### config.mk
export PLATFORM = sky130hd
export DESIGN_NAME = syllable_pair_fetcher
export DESIGN_NICKNAME = d
export VERILOG_FILES = /design/src/rtl/sylf_pkg.sv /design/src/rtl/sylf_syl_check.sv /design/src/rtl/sylf_word_ctr.sv /design/src/rtl/sylf_seq.sv /design/src/rtl/syllable_pair_fetcher.sv
export SDC_FILE = /design/constraint.sdc
export NUM_CORES = 1
export LEC_CHECK = 0
export ABC_AREA = 1
export ABC_CLOCK_PERIOD_IN_PS = 2200
export BUFFER_PORTS_ARGS = -buffer_cell sky130_fd_sc_hd__buf_2
export CAP_MARGIN = 15
export CORE_MARGIN = 8
export CORE_UTILIZATION = 51
export DETAILED_ROUTE_END_ITERATION = 16
export GPL_ROUTABILITY_DRIVEN = 0
export GPL_TIMING_DRIVEN = 0
export PLACE_DENSITY_LB_ADDON = 0.2
export SYNTH_ARGS = -nofsm -noshare
export SYNTH_HDL_FRONTEND = slang
export SYNTH_SLANG_ARGS = --single-unit
### constraint.sdc
create_clock -name clk -period 2.2 [get_ports clk]
set_input_delay 0.22 -clock clk [delete_from_list [all_inputs] [get_ports clk]]
set_output_delay 0.22 -clock clk [all_outputs]
set_load 0.02 [all_outputs]
### src/rtl/sylf_pkg.sv
package sylf_pkg;

  typedef enum logic {
    FS_REQ  = 1'b0,
    FS_HOLD = 1'b1
  } fetch_state_e;

  // odd parity holds when the vector has an odd number of ones
  function automatic logic odd_ones(input logic [63:0] v);
    return ^v;
  endfunction

  // next word address inside a space of 2**w words, wrapping at the top
  function automatic logic [63:0] word_addr_inc(input logic [63:0] a,
                                                input int unsigned w);
    logic [63:0] mask;
    mask = (64'd1 << w) - 64'd1;
    return (a + 64'd1) & mask;
  endfunction

endpackage

### src/rtl/sylf_syl_check.sv
module sylf_syl_check #(
  parameter int unsigned INSN_W = 13
) (
  input  logic [INSN_W:0]   slice,
  output logic [INSN_W-1:0] bits,
  output logic              par_ok
);
  import sylf_pkg::*;

  assign bits   = slice[INSN_W-1:0];
  assign par_ok = odd_ones(64'(slice));

endmodule

### src/rtl/sylf_word_ctr.sv
module sylf_word_ctr #(
  parameter int unsigned MOD_W = 3,
  parameter int unsigned OFS_W = 12
) (
  input  logic                   clk,
  input  logic                   rst_n,
  input  logic                   load,
  input  logic [MOD_W+OFS_W-1:0] load_addr,
  input  logic                   step,
  output logic [MOD_W+OFS_W-1:0] addr
);
  import sylf_pkg::*;

  localparam int unsigned ADDR_W = MOD_W + OFS_W;

  logic [OFS_W-1:0] ofs;
  logic [MOD_W-1:0] mdl;
  logic             ofs_top;

  assign ofs     = addr[OFS_W-1:0];
  assign mdl     = addr[ADDR_W-1:OFS_W];
  assign ofs_top = (ofs == {OFS_W{1'b1}});

  always_ff @(posedge clk) begin
    if (!rst_n)
      addr <= '0;
    else if (load)
      addr <= load_addr;
    else if (step)
      addr <= ADDR_W'(word_addr_inc(64'(addr), ADDR_W));
  end


  ofs_wrap_chk: assert property (@(posedge clk) disable iff (!rst_n)
    step && !load && ofs_top |=>
      (ofs == '0) && (mdl == MOD_W'($past(mdl) + 1'b1)))
    else $error("offset wrap did not carry into module field");


  ofs_step_chk: assert property (@(posedge clk) disable iff (!rst_n)
    step && !load && !ofs_top |=>
      (ofs == OFS_W'($past(ofs) + 1'b1)) && (mdl == $past(mdl)))
    else $error("offset step disturbed module field");

endmodule

### src/rtl/sylf_seq.sv
module sylf_seq #(
  parameter int unsigned NSYL = 2,
  localparam int unsigned PW  = (NSYL > 1) ? $clog2(NSYL) : 1
) (
  input  logic          clk,
  input  logic          rst_n,
  input  logic          redirect,
  input  logic [PW-1:0] redirect_syl,
  input  logic          mem_ack,
  input  logic          take,
  input  logic          drop,
  output logic          held,
  output logic [PW-1:0] ptr,
  output logic          capture,
  output logic          step,
  output logic          load,
  output logic          mem_req
);
  import sylf_pkg::*;

  localparam logic [PW-1:0] LAST = PW'(NSYL - 1);

  fetch_state_e  state;
  logic [PW-1:0] start_q;
  logic          advance;

  assign held    = (state == FS_HOLD);
  assign mem_req = (state == FS_REQ);
  assign load    = redirect;
  assign capture = mem_req & mem_ack & ~redirect;
  assign advance = held & (take | drop) & ~redirect;
  assign step    = advance & (ptr == LAST);

  always_ff @(posedge clk) begin
    if (!rst_n) begin
      state   <= FS_REQ;
      ptr     <= '0;
      start_q <= '0;
    end else if (redirect) begin
      state   <= FS_REQ;
      start_q <= redirect_syl;
    end else if (capture) begin
      state <= FS_HOLD;
      ptr   <= start_q;
    end else if (step) begin
      state   <= FS_REQ;
      start_q <= '0;
    end else if (advance) begin
      ptr <= ptr + 1'b1;
    end
  end

  // input assumption: memory answers only a pending request
  ack_in_req_chk: assert property (@(posedge clk) disable iff (!rst_n)
    mem_ack |-> mem_req)
    else $error("acknowledge without request");


  req_rise_chk: assert property (@(posedge clk) disable iff (!rst_n)
    $rose(mem_req) |-> $past(step || load))
    else $error("read issued before the held word was used up");


  ack_lost_chk: assert property (@(posedge clk) disable iff (!rst_n)
    redirect && mem_ack |=> !held)
    else $error("word captured despite redirect");

endmodule

### src/rtl/syllable_pair_fetcher.sv
module syllable_pair_fetcher #(
  parameter int unsigned MOD_W  = 3,
  parameter int unsigned OFS_W  = 12,
  parameter int unsigned INSN_W = 13,
  parameter int unsigned NSYL   = 2,
  localparam int unsigned ADDR_W  = MOD_W + OFS_W,
  localparam int unsigned SLICE_W = INSN_W + 1,
  localparam int unsigned WORD_W  = NSYL * SLICE_W,
  localparam int unsigned PW      = (NSYL > 1) ? $clog2(NSYL) : 1
) (
  input  logic              clk,
  input  logic              rst_n,
  output logic              mem_req,
  output logic [ADDR_W-1:0] mem_addr,
  input  logic              mem_ack,
  input  logic [WORD_W-1:0] mem_rdata,
  input  logic              redirect,
  input  logic [ADDR_W-1:0] redirect_addr,
  input  logic [PW-1:0]     redirect_syl,
  input  logic              insn_ready,
  output logic              insn_valid,
  output logic [INSN_W-1:0] insn_bits,
  output logic [PW-1:0]     insn_syl,
  output logic [ADDR_W-1:0] insn_addr,
  output logic              insn_par_fail,
  output logic              par_err
);

  logic [WORD_W-1:0] word_q;
  logic              held, capture, step, load, take, drop;
  logic [PW-1:0]     ptr;
  logic [ADDR_W-1:0] addr;

  logic [INSN_W-1:0]  slot_bits [NSYL];
  logic [NSYL-1:0]    slot_ok;
  logic [SLICE_W-1:0] slot_raw  [NSYL];
  logic               sel_ok;
  logic [SLICE_W-1:0] sel_raw;

  sylf_seq #(.NSYL(NSYL)) u_seq (
    .clk         (clk),
    .rst_n       (rst_n),
    .redirect    (redirect),
    .redirect_syl(redirect_syl),
    .mem_ack     (mem_ack),
    .take        (take),
    .drop        (drop),
    .held        (held),
    .ptr         (ptr),
    .capture     (capture),
    .step        (step),
    .load        (load),
    .mem_req     (mem_req)
  );

  sylf_word_ctr #(.MOD_W(MOD_W), .OFS_W(OFS_W)) u_ctr (
    .clk      (clk),
    .rst_n    (rst_n),
    .load     (load),
    .load_addr(redirect_addr),
    .step     (step),
    .addr     (addr)
  );

  always_ff @(posedge clk) begin
    if (!rst_n)
      word_q <= '0;
    else if (capture)
      word_q <= mem_rdata;
  end

  // one parity checker per syllable slot of the held word
  for (genvar g = 0; g < NSYL; g++) begin : g_slot
    assign slot_raw[g] = word_q[g*SLICE_W +: SLICE_W];
    sylf_syl_check #(.INSN_W(INSN_W)) u_chk (
      .slice (slot_raw[g]),
      .bits  (slot_bits[g]),
      .par_ok(slot_ok[g])
    );
  end

  assign sel_ok  = slot_ok[ptr];
  assign sel_raw = slot_raw[ptr];

  assign mem_addr      = addr;
  assign insn_addr     = addr;
  assign insn_syl      = ptr;
  assign insn_bits     = slot_bits[ptr];
  assign insn_valid    = held & sel_ok;
  assign insn_par_fail = held & ~sel_ok;
  assign take          = insn_valid & insn_ready;
  assign drop          = insn_par_fail;

  always_ff @(posedge clk) begin
    if (!rst_n)
      par_err <= 1'b0;
    else if (insn_par_fail)
      par_err <= 1'b1;
  end


  always_comb begin
    if (rst_n && insn_valid)
      odd_valid_chk: assert (^sel_raw)
        else $error("valid syllable with even parity");
  end


  err_set_chk: assert property (@(posedge clk) disable iff (!rst_n)
    insn_par_fail |=> par_err)
    else $error("parity failure did not raise the flag");


  err_sticky_chk: assert property (@(posedge clk) disable iff (!rst_n)
    par_err |=> par_err)
    else $error("error flag cleared without reset");


  redirect_load_chk: assert property (@(posedge clk) disable iff (!rst_n)
    redirect |=> mem_req && (mem_addr == $past(redirect_addr)))
    else $error("redirect target not requested");


  redirect_flush_chk: assert property (@(posedge clk) disable iff (!rst_n)
    redirect |=> !insn_valid)
    else $error("stale syllable presented after redirect");


  hold_stall_chk: assert property (@(posedge clk) disable iff (!rst_n)
    insn_valid && !insn_ready && !redirect |=>
      insn_valid && $stable(insn_bits) && $stable(insn_syl) && $stable(insn_addr))
    else $error("presented syllable changed during stall");

endmodule

---- After elaboration in Yosys (flattened, before gate mapping) ----
Index checks and enable logic that the tools add are counted.
operators by class
  $add $sub $neg .......................... 2
  order comparisons ....................... 2
  equal/unequal tests ..................... 2
  mux-type cells .......................... 14
  bitwise operators ....................... 14
  reductions and logical operators ........ 8
operators by type and width
  kind                                                                          number
  64-bit parity                                                                 2
  13-bit two-way mux                                                            3
  15-bit two-way mux                                                            2
  15-bit by 1-bit adder with 15-bit output, second input constant               1
  1-bit two-way mux                                                             9
  1-bit bitwise AND                                                             8
  2-bit nonzero test                                                            3
  2-bit != test, second input constant                                          2
  1-bit inverter                                                                4
  3-bit AND reduction                                                           1
  2-bit greater-or-equal comparator, second input constant                      1
  1-bit by 2-bit less-than comparator with 1-bit output, second input constant  1
  1-bit inverter with 2-bit output                                              1
  2-bit AND reduction                                                           1
  2-bit OR reduction                                                            1
  1-bit adder, second input constant                                            1
  1-bit OR                                                                      1
storage, ports and cells
  register bits after elaboration ......... 47
  bits of input ports ..................... 49
  output and inout bits ................... 48
  word-level logic and storage cells ...... 48

---- Logic depth before layout (Yosys ltp) ----
Gate-level depths: netlist of the first run.
  word-level depth ........................ 12
  mapped depth ............................ 16
  gate-level depth less buffers ........... 15

---- Modules after synthesis ----
From an unflattened synthesis of the first run, not the netlist that was laid out.
unflattened totals
  cell total of the unflattened synthesis .. 502
  area, all modules ....................... 3,198.1 µm²
modules (own cells, without submodules)
  module                 instances  cells each  area an instance (µm²)  seq. area each (µm²)
  syllable_pair_fetcher  1          189         1,370.1                 580.6
  sylf_word_ctr          1          135         948.4                   300.3
  sylf_syl_check         2          74          350.3                   0.0
  sylf_seq               1          30          178.9                   60.1

---- Worst setup path after synthesis of the first run ----
No wires, ideal clock.
  path kind ............................... register -> register
  from .................................... reg u_ctr.addr[0]
  to ...................................... reg u_ctr.addr[12]
  library setup time ...................... 115 ps
  arrival ................................. 1,770 ps
  required time ........................... 2,085 ps
  path slack .............................. 315 ps
  stages on the path, launching flop included .. 12
  path buffers ............................ 0
  period minus slack after synthesis ...... 1,885 ps
  path through ............................ dfxtp_1 ha_1 nand3_1 nor2_1 nand4_1 nor2_1 nand3_1 xor2_1 nand2_1 nand2_1 a21oi_1 nor2_1
on the way
  word-level cells in the longest chain between the ends .. 3
RTL lines
  what                                      line                 source
  from (decl)                               sylf_word_ctr.sv:10  output logic [MOD_W+OFS_W-1:0] addr
  from (signal assigned)                    sylf_word_ctr.sv:28  addr <= load_addr;
  from (signal assigned)                    sylf_word_ctr.sv:30  addr <= ADDR_W'(word_addr_inc(64'(addr), ADDR_W));
  15-bit by 1-bit adder with 15-bit output  sylf_pkg.sv:18       return (a + 64'd1) & mask;
  15-bit two-way mux                        sylf_word_ctr.sv:29  else if (step)
  15-bit two-way mux                        sylf_word_ctr.sv:27  else if (load)
Every way passes these cells. The select of a mux whose other input is x is not followed.
A chain may end at the register's enable or synchronous reset.

---- Final worst setup path of the first run ----
Same ends and word-level chain as after synthesis.

==> flow_metrics.tcl, run 1 <==
set metrics [dict create \
    min_delay_path_depth 3 \
    grt_pass1_vias 3358 \
    p_int_mw 1.50 \
    p_clk_share_pct 28.5 \
    postRouteAntennaNets 0 \
    starting_utilization_of_the_core_area_pct 52.1 \
    timing.critical_path.to_type "flip-flop" \
    postRouteWirelength_mm 8.63 \
    min_period_ps 2020 \
    max_cap_viol_count 0 \
    fin_skew_ps 8.24 \
    dpl.hpwl_mm 6.68 \
    routed_via_density 5.04 \
    synth_xor_area_share_pct 3.14 \
    diodes 0 \
    initial_antenna_violation_count 0 \
    worst-setup-path-type "reg2reg" \
    worst_slew_margin_rel_pct 58.3 \
    synth.lib_cells_used.distinct 28 \
    dieHeight_microns 93.6 \
    pwr_dens_mw_per_mm2 608 \
    cts_setup_buffers 0 \
    synth_fa_ha_area_share_pct 0.408 \
    cp_max_fo 6 \
    ioPinCount 97 \
    syn-mean-instance-area_sq_um 6.20 \
    share_seq_of_total_power_pct 42.7 \
    outcome "completed" \
    die_area_sq_mm 0.00876 \
    layout_worst_path_cycle_share_pct 91.6 \
    timing_max_transition_violations_final 0 \
    hold_viol_final 0 \
    drt-initial-drc-count 160 \
    synth_sequential_area_ratio_pct 30.7 \
    layout-drive-gt1-share_pct 24.8 \
    critical_path.reg2reg.startpoint "u_ctr.addr[0]" \
    total_power_mw 2.28 \
    cts-root-buf "clkbuf_8" \
    cts-hold-fix-buffers 0 \
    clock_latency_ps 300 \
    clkSlewWorstSetupHoldPaths_ps 100 \
    slew_at_the_pin_with_the_worst_max_slew_slack_ps 626 \
    htree_num_levels 2 \
    clock_net_sink_count 47 \
    highest_layer "met4" \
    vias 3388 \
    worst_ep_arrival_time_ps 2210 \
    detailedRoute.firstPassIterationCount 4 \
    dominant_combinational_cell_family_by_area_after_synthesis "simple AND/OR/NAND/NOR gates" \
    drc 0 \
    postSynthCellCount 495 \
    r2r-end "u_ctr.addr[12]" \
    p_comb_share_pct 28.8 \
    startpoint_type "flip-flop" \
    cellLeakagePower_nw 1.98 \
    layout.cells.most_common_list "173 x nand2_1, 95 x buf_2, 52 x o21ai_0" \
    max-clock-path-buffers 2 \
    route.met2.wl_mm 4.10 \
    detail_route.wirelength.met1_mm 3.89 \
    synth.area.mux_share_pct 0 \
    synthesized_area_fraction_occupied_by_ao_oa_aoi_and_oai_cells_pct 15.5 \
    min_delay_worst_endpoint "word_q[13]" \
    worst_ep_required_time_ps 2400 \
    netSwitchingFraction_pct 34.2 \
    cts_made_buffers 5 \
    r2r_cells 11 \
    ys.flop_type "dfxtp_1" \
    cts-resized-gates 0 \
    yosys_warnings 0 \
    switching_power_mw 0.782 \
    min_from "mem_rdata[13]" \
    final_net_count 646 \
    yosys.area_share.simple_pct 36.0 \
    layout.cells.most_common "nand2_1" \
    area.growth.synth_to_final_pct 22.4 \
    setup_viol_count_final 0 \
    ys_seq_elements 47 \
    place.port_buffers 94 \
    worst_hold_path_type "in2reg" \
    synthArstFlopShare_pct 0 \
    met3_wirelength_microns 538 \
    mappedNetlistNets 545 \
    synth.cell_area_sq_mm 0.00307 \
    fmax_ghz 0.496 \
    grt.total_usage_pct 19.8 \
    wire_length_of_the_first_global_routing_pass_mm 14.5 \
    wl_per_cell_microns 12.8 \
    power.ir.vdd_worst_mv 0.324 \
    overflow 0 \
    floorplan.rows 28 \
    synth_edf_count 0 \
    floorplan.die.width_microns 93.6 \
    tritoncts "done" \
    reg2reg_setup_slack_ps 180 \
    rsz_0062_raised_after_global_routing "false" \
    utilization_pct 63.8 \
    coreArea_sq_mm 0.00589 \
    grt_max_degree 16 \
    fin_setup_tns_ps 0 \
]
worst max path at each step:
stage          cells past startpoint     startpoint        endpoint
2_1_floorplan                     11  u_ctr.addr[0]  u_ctr.addr[12]
3_3_place_gp                      11  u_ctr.addr[0]  u_ctr.addr[12]
3_5_place_dp                      11  u_ctr.addr[0]  u_ctr.addr[12]
4_1_cts                           11     word_q[10]   insn_par_fail
5_1_grt                           11  u_ctr.addr[0]  u_ctr.addr[12]
6_report                          11  u_ctr.addr[0]  u_ctr.addr[12]
state kept, by name, indices dropped and copies added, names as in the netlist:
| register | cells |
|---|---|
| par_err | 1 |
| u_seq.start_q | 1 |
| word_q | 28 |
| u_ctr.addr | 15 |
| u_seq.held | 1 |
| u_seq.ptr | 1 |
critical path, stage by stage, from the launching register on:
cell	delay [ps]
dfxtp_1	440
ha_1	220
nand3_1	120
nor2_1	200
nand4_1	180
nor2_1	200
nand3_1	120
xor2_1	160
nand2_1	60
nand2_1	50
a21oi_1	100
nor2_1	60
routing by layer:
metal / vias up / GRT usage [%]
met2: 97 / 34.3
li1: 1747 / -
met3: 12 / 4.65
met1: 1532 / 23.8
met4: 0 / 5.15
met5: - / 0
synthesized netlist by cell type, types with 2 or more instances:
library cell  count  area (sq um)
a21oi_1          39           195
buf_1             2          7.51
buf_4            15           113
buf_6             7          78.8
clkbuf_1         13          48.8
dfxtp_1          47           941
inv_1            47           176
inv_2             2          7.51
nand2_1         173           649
nand3_1          12          60.1
nand3_2          16           160
nor2_1           46           173
o21ai_0          52           260
xnor2_1           4          35.0
xor2_1            7          61.3
through the flow:
stage	hold slack, ps	cell area (sq um)	instances	setup WS [ps]
after floorplan	364	3070	495	315
after global placement	448	3630	664	239
after detailed placement	464	3630	664	192
after CTS	160	3750	672	135
after global routing	174	3760	672	9.86
final	163	3760	672	184
power groups by stage:
stage | clock network, mW | logic, mW | registers [mW]
6_report | 0.651 | 0.658 | 0.974
5_1_grt | 0.693 | 0.743 | 0.984
4_1_cts | 0.656 | 0.655 | 0.973
3_5_place_dp | 0 | 0.652 | 0.993
3_3_place_gp | 0 | 0.635 | 0.989
2_1_floorplan | 0 | 0.440 | 1.01
area by class of cell:
class,instances,area (sq um)
Buffer,38,253
Clock buffer,5,68.8
Clock inverter,3,43.8
Fill cell,577,2130
Inverter,50,188
Multi-Input combinational cell,360,1700
Sequential cell,47,941
Tap cell,75,93.8
Timing Repair Buffer,94,470
logic make-up (layout without fill, tap and decap cells):
kind of cell	Yosys count	count (layout)
xor+xnor	11	11
compound gates	94	94
simple gates	254	254
fa+ha+maj	1	1
flops	47	47
buf+inv	88	190
(Power assumes the default switching activity.)
==> run 2, diff against run 1 <==
Settings changed: GPL_ROUTABILITY_DRIVEN 0 to unset, PLACE_DENSITY set to 0.91, PLACE_DENSITY_LB_ADDON 0.2 to unset.
==> flow_metrics.tcl, run 2 (synthesis gave the netlist of run 1 again) <==
set metrics [dict create \
    p_int_mw 1.62 \
    biggestRegsByFlops "word_q x28, u_ctr.addr x15" \
    min_from "mem_rdata[27]" \
    utilization_pct 64.1 \
    p_clk_share_pct 31.5 \
    r2r-end "u_ctr.addr[12]" \
    fin_setup_tns_ps 0 \
    fillCellCount 538 \
    worst_slew_margin_rel_pct 63.6 \
    cp_max_fo 3 \
    power.ir.vdd_worst_mv 0.437 \
    grt.total_usage_pct 20.2 \
    worst_hold_path_type "in2reg" \
    drt-initial-drc-count 221 \
    multi_input_comb_area_sq_mm 0.00170 \
    postRouteAntennaNets 0 \
    starting_utilization_of_the_core_area_pct 52.1 \
    min_delay_path_depth 3 \
    floorplan.die.width_microns 93.6 \
    slew_at_the_pin_with_the_worst_max_slew_slack_ps 546 \
    routed_via_density 5.19 \
    timing.critical_path.to_type "primary output" \
    layout.cells.most_common_list "173 x nand2_1, 95 x buf_2, 52 x o21ai_0" \
    critical_path.reg2reg.startpoint "u_ctr.addr[0]" \
    reg2reg_setup_slack_ps 200 \
    startpoint_type "flip-flop" \
    worst-setup-path-type "reg2out" \
    cts_made_buffers 5 \
    switching_power_mw 0.784 \
    netSwitchingFraction_pct 32.7 \
    share_seq_of_total_power_pct 40.7 \
    wl_per_cell_microns 13.5 \
    final_net_count 646 \
    largest-register "word_q" \
    dieHeight_microns 93.6 \
    die_area_sq_mm 0.00876 \
    largest_register_ff_count 28 \
    layout-drive-gt1-share_pct 25.0 \
    cellLeakagePower_nw 1.98 \
    layout.cells.most_common "nand2_1" \
    floorplan.rows 28 \
    hold_viol_final 0 \
    coreArea_sq_mm 0.00589 \
    clock_latency_ps 300 \
    max_cap_viol_count 0 \
    area.growth.synth_to_final_pct 23.0 \
    worst_ep_arrival_time_ps 1830 \
    cts_setup_buffers 0 \
    dpl.hpwl_mm 7.09 \
    setup_viol_count_final 0 \
    fin_worst_hold_slack_ps 172 \
    routability_congestion_estimate_from_global_placement 0.867 \
    p_comb_share_pct 27.8 \
    vias 3486 \
    fmax_ghz 0.487 \
    worst_ep_required_time_ps 1980 \
    max-clock-path-buffers 2 \
    final_cell_count_no_fill 672 \
    ioPinCount 97 \
    layout_worst_path_cycle_share_pct 93.3 \
    r2r_cells 11 \
    overflow 0 \
    postRouteWirelength_mm 9.08 \
    grt_pass1_vias 3416 \
    detailedRoute.firstPassIterationCount 5 \
    placed_cells_incl_taps 664 \
    place.port_buffers 94 \
    initial_antenna_violation_count 0 \
    diodes 0 \
    seq_area_sq_um 941 \
    min_period_ps 2050 \
    htree_num_levels 2 \
    timing_max_transition_violations_final 0 \
    grt_max_degree 15 \
    pwr_dens_mw_per_mm2 636 \
    drc 0 \
    outcome "completed" \
    wire_length_of_the_first_global_routing_pass_mm 14.6 \
    cts-root-buf "clkbuf_8" \
    min_delay_worst_endpoint "word_q[27]" \
    tritoncts "done" \
    clkSlewWorstSetupHoldPaths_ps 90 \
    fin_skew_ps 10.9 \
    clock_net_sink_count 47 \
]
[run 2: how the worst max path moves through the flow]
stage / startpoint / endpoint / depth (start not counted)
after global placement: u_ctr.addr[0] / u_ctr.addr[12] / 11
after global routing: u_ctr.addr[0] / u_ctr.addr[12] / 11
after CTS: word_q[8] / insn_par_fail / 11
after detailed placement: u_ctr.addr[0] / u_ctr.addr[12] / 11
final: word_q[8] / insn_par_fail / 11
after floorplan: u_ctr.addr[0] / u_ctr.addr[12] / 11
[run 2: per-layer routing]
layer  vias to the layer above  global-route usage, %  share of wire, %
li1                       1746                      -                 -
met1                      1563                   22.1                40
met2                       148                   35.4                50
met3                        29                   4.97               7.9
met4                         0                   10.4               2.3
met5                         -                      0                 0
[run 2: critical path, cell delays in order, from the launching register on]
cell and delay, ps:
dfxtp_1 370, inv_1 80, nand2_1 70, nand2_1 50, nand2_1 80, nand3_1 90, nand2_1 120, inv_1 50
nand2_1 80, nand3_2 120, a21oi_2 220, buf_2 200
[run 2: timing repair]
action                                  in CTS  in global routing
endpoints found under the setup margin       0                  3
gates resized for setup                      0                  3
hold buffers                                 0                  0
[run 2: per-stage QoR]
step	worst slack [ps]	power, mW	cell area [sq um]
after floorplan	315	1.45	3070
after global placement	267	1.62	3630
final	147	2.40	3770
after CTS	97.2	2.40	3770
after detailed placement	199	1.65	3630
after global routing	-9.36	2.52	3770
[run 2: cell type report]
type / instances / area share, %
clock inverter: 2 / 1.59
clock buffer: 6 / 1.92
timing repair buffer: 94 / 12.5
buffer: 38 / 6.70
inverter: 50 / 4.97
multi-input combinational: 360 / 44.9
tap: 75 / 2.49
sequential: 47 / 24.9
[run 2: power groups by stage]
stage                     clock network [mW]  registers [mW]  logic (mW)
after detailed placement                   0           0.994       0.658
after global placement                     0           0.988       0.631
final                                  0.757           0.976       0.668
after CTS                              0.763           0.974       0.663
after global routing                   0.788           0.985       0.747
after floorplan                            0            1.01       0.440
==> run 3, diff against run 2 <==
Settings changed: CTS_BUF_LIST set to sky130_fd_sc_hd__clkbuf_16, PLACE_DENSITY 0.91 to 0.9, SYNTH_HIERARCHICAL set to 1.
==> flow_metrics.tcl, run 3 <==
set metrics [dict create \
    critical_path.reg2reg.startpoint "word_q[18]" \
    largest-register "word_q" \
    worst_path_max_delay_cell "dfxtp_4" \
    overflow 0 \
    detailedRoute.firstPassIterationCount 5 \
    routability_congestion_estimate_from_global_placement 0.871 \
    yosys_warnings 6 \
    fillCellCount 462 \
    post-place-ws_ps -282 \
    worst_slack_ps -167 \
    synth.lib_cells_used.distinct 34 \
    worst_slew_margin_rel_pct 54.9 \
    critPathLaunch "word_q[18]" \
    power.ir.vdd_worst_mv 0.348 \
    layout_worst_path_cycle_share_pct 108 \
    worst_ep_arrival_time_ps 2580 \
    synthArstFlopShare_pct 0 \
    worst_hold_path_type "in2reg" \
    min_period_ps 2370 \
    floorplan.rows 29 \
    cp_num_buf_inv 6 \
    post_dp_cell_area_sq_mm 0.00377 \
    startpoint_type "flip-flop" \
    layout.cells.most_common "nand2_1" \
    total_power_mw 2.40 \
    mappedNetlistNets 552 \
    synth_sequential_area_ratio_pct 29.4 \
    max-clock-path-buffers 2 \
    postRouteWirelength_mm 10.0 \
    final_net_count 667 \
    clock_latency_ps 290 \
    cpLargestDelayFamily "simple AND/OR/NAND/NOR gates" \
    grt.total_usage_pct 20.0 \
    synth_edf_count 0 \
    failed_checks "negative setup slack" \
    utilization_pct 68.3 \
    design_area_sq_mm 0.00424 \
    grt_max_degree 16 \
    cts_made_buffers 5 \
    dpl.hpwl_mm 6.56 \
    routed_via_density 5.20 \
    die_area_sq_mm 0.00906 \
    dieHeight_microns 95.2 \
    initial_antenna_violation_count 0 \
    drc 0 \
    worst_ep_required_time_ps 2410 \
    grt_pass1_vias 3461 \
    hold_viol_final 0 \
    coreArea_sq_mm 0.00620 \
    cts-root-buf "clkbuf_16" \
    wire_length_of_the_first_global_routing_pass_mm 14.8 \
    place.port_buffers 96 \
    area.growth.synth_to_final_pct 32.5 \
    tritoncts "done" \
    placed_cells_incl_taps 675 \
    htree_num_levels 2 \
    drt-initial-drc-count 235 \
    setup_viol_count_final 15 \
    min_from "mem_rdata[23]" \
    yosys.area.top_type_share_pct 29.4 \
    syn-mean-instance-area_sq_um 6.37 \
    postRouteAntennaNets 0 \
    timing_max_transition_violations_final 0 \
    max_cap_viol_count 0 \
    layout-drive-gt1-share_pct 42.4 \
    rsz_0062_raised_after_global_routing "true" \
    fin_skew_ps 9.63 \
    pwr_dens_mw_per_mm2 567 \
    vias 3617 \
    clkSlewWorstSetupHoldPaths_ps 70 \
    worstPathCellList "inv_2 > nand2_1 > nand2_1 > nand2_1 > nand2_2 > inv_2 > nand2_2 > nand2_1 > nand2_1 > nand2_1 > nand2_2 > nand2_2 > and3_4 > inv_2 > nand2_2 > nand3_4 > inv_4 > buf_6 > buf_6 > nand2_2 > xor2_1 > a21oi_1" \
    cells_taking_the_most_area_after_synthesis "dfxtp_1 29%, nand2_1 18%, buf_4 11%" \
    diodes 0 \
    wl_per_cell_microns 14.4 \
    ys.flop_type "dfxtp_1" \
    fmax_ghz 0.422 \
    biggestRegsByFlops "word_q x28, u_ctr/addr x15" \
    synth.cells.most_frequent "150 x nand2_1, 66 x nor2_1, 51 x inv_1" \
    ioPinCount 97 \
    yosys.cell_count.top_type "nand2_1" \
    cp_max_fo 5 \
    cellLeakagePower_nw 2.27 \
    clock_net_sink_count 47 \
    synth.largest_area_cell "dfxtp_1" \
    largest_register_ff_count 28 \
    critPathMaxStageDelay_ps 380 \
    synth.cell_area_sq_mm 0.00320 \
    final_cell_count_no_fill 695 \
    layout.cells.most_common_list "133 x nand2_1, 97 x buf_2, 64 x nor2_1" \
    ys_seq_elements 47 \
    postSynthCellCount 502 \
    slew_at_the_pin_with_the_worst_max_slew_slack_ps 676 \
    floorplan.die.width_microns 95.2 \
    starting_utilization_of_the_core_area_pct 51.5 \
    outcome "finished with violations" \
    timing.critical_path.to_type "flip-flop" \
    worst-setup-path-type "reg2reg" \
]
-- run 3: cell count changes after synthesis, sizes merged, moves of 9 or more --
| cell | delta |
|---|---|
| nor2 | +30 |
| o21ai | -21 |
| buf | +27 |
| clkbuf | -11 |
| nand2 | -17 |
| a21oi | -24 |
| a22oi | +9 |
-- run 3: cells by family (layout without fill, tap and decap cells) --
group	count (synthesis)	after routing	synth area share, %
XOR/XNOR	13	13	3.56
buffers and inverters	112	228	20.3
flip-flops	47	47	29.4
AO/OA/AOI/OAI	61	61	11.1
AND/OR/NAND/NOR	268	268	35.2
adder cells (fa/ha/maj)	1	1	0.391
-- run 3: final cells by class --
| cell class | instances | area, sq um | area share [%] |
|---|---|---|---|
| Multi-Input combinational cell | 343 | 1750 | 41.3 |
| Sequential cell | 47 | 988 | 23.3 |
| Timing Repair Buffer | 107 | 582 | 13.7 |
| Buffer | 54 | 432 | 10.2 |
| Inverter | 58 | 235 | 5.55 |
| Clock buffer | 5 | 125 | 2.95 |
| Tap cell | 77 | 96.3 | 2.27 |
| Clock inverter | 3 | 20.0 | 0.473 |
| Timing Repair inverter | 1 | 6.26 | 0.148 |
-- run 3: worst register-to-register path, cell delays in order, from the launching register on --
cell,delay (ps)
dfxtp_4,380
inv_2,50
nand2_1,100
nand2_1,60
nand2_1,90
nand2_2,80
inv_2,50
nand2_2,40
nand2_1,50
nand2_1,50
nand2_1,70
nand2_2,80
nand2_2,110
and3_4,180
inv_2,40
nand2_2,80
nand3_4,80
inv_4,100
buf_6,120
buf_6,90
nand2_2,50
xor2_1,150
a21oi_1,200
-- run 3: final timing paths --
path	cells past startpoint	slack, ps	endpoint
worst max-delay path	22	-170	u_ctr/addr[2]
worst min-delay path	3	160	word_q[23]
worst max register to register	22	-170	u_ctr/addr[2]
worst min register to register	2	460	par_err
-- run 3: report_power, final --
| part | switching, mW | internal (mW) | total, mW |
|---|---|---|---|
| logic | 0.368 | 0.287 | 0.655 |
| clock network | 0.332 | 0.419 | 0.751 |
| registers | 0.0857 | 0.909 | 0.994 |
| total | 0.786 | 1.61 | 2.40 |
-- run 3: stage by stage --
| stage | hold WS (ps) | TNS [ps] |
|---|---|---|
| 2_1_floorplan | 318 | 0 |
| 3_3_place_gp | 441 | -1760 |
| 3_5_place_dp | 449 | -2870 |
| 4_1_cts | 152 | -67.5 |
| 5_1_grt | 160 | -3280 |
| 6_report | 157 | -1310 |
-- run 3: timing repair --
action,CTS,global route
hold buffers,0,0
gates cloned,1,1
endpoints found under the hold margin,0,0
resized for setup,26,66
buffers inserted,5,5
endpoints found under the setup margin,15,15
pin swaps,10,33
-- run 3: metal layers --
metal	global-route usage (%)	share of wire [%]	vias up
li1	-	-	1750
met1	23.1	39	1658
met2	34.9	50	171
met3	4.72	7.6	38
met4	7.54	3.4	0
met5	0	0	-
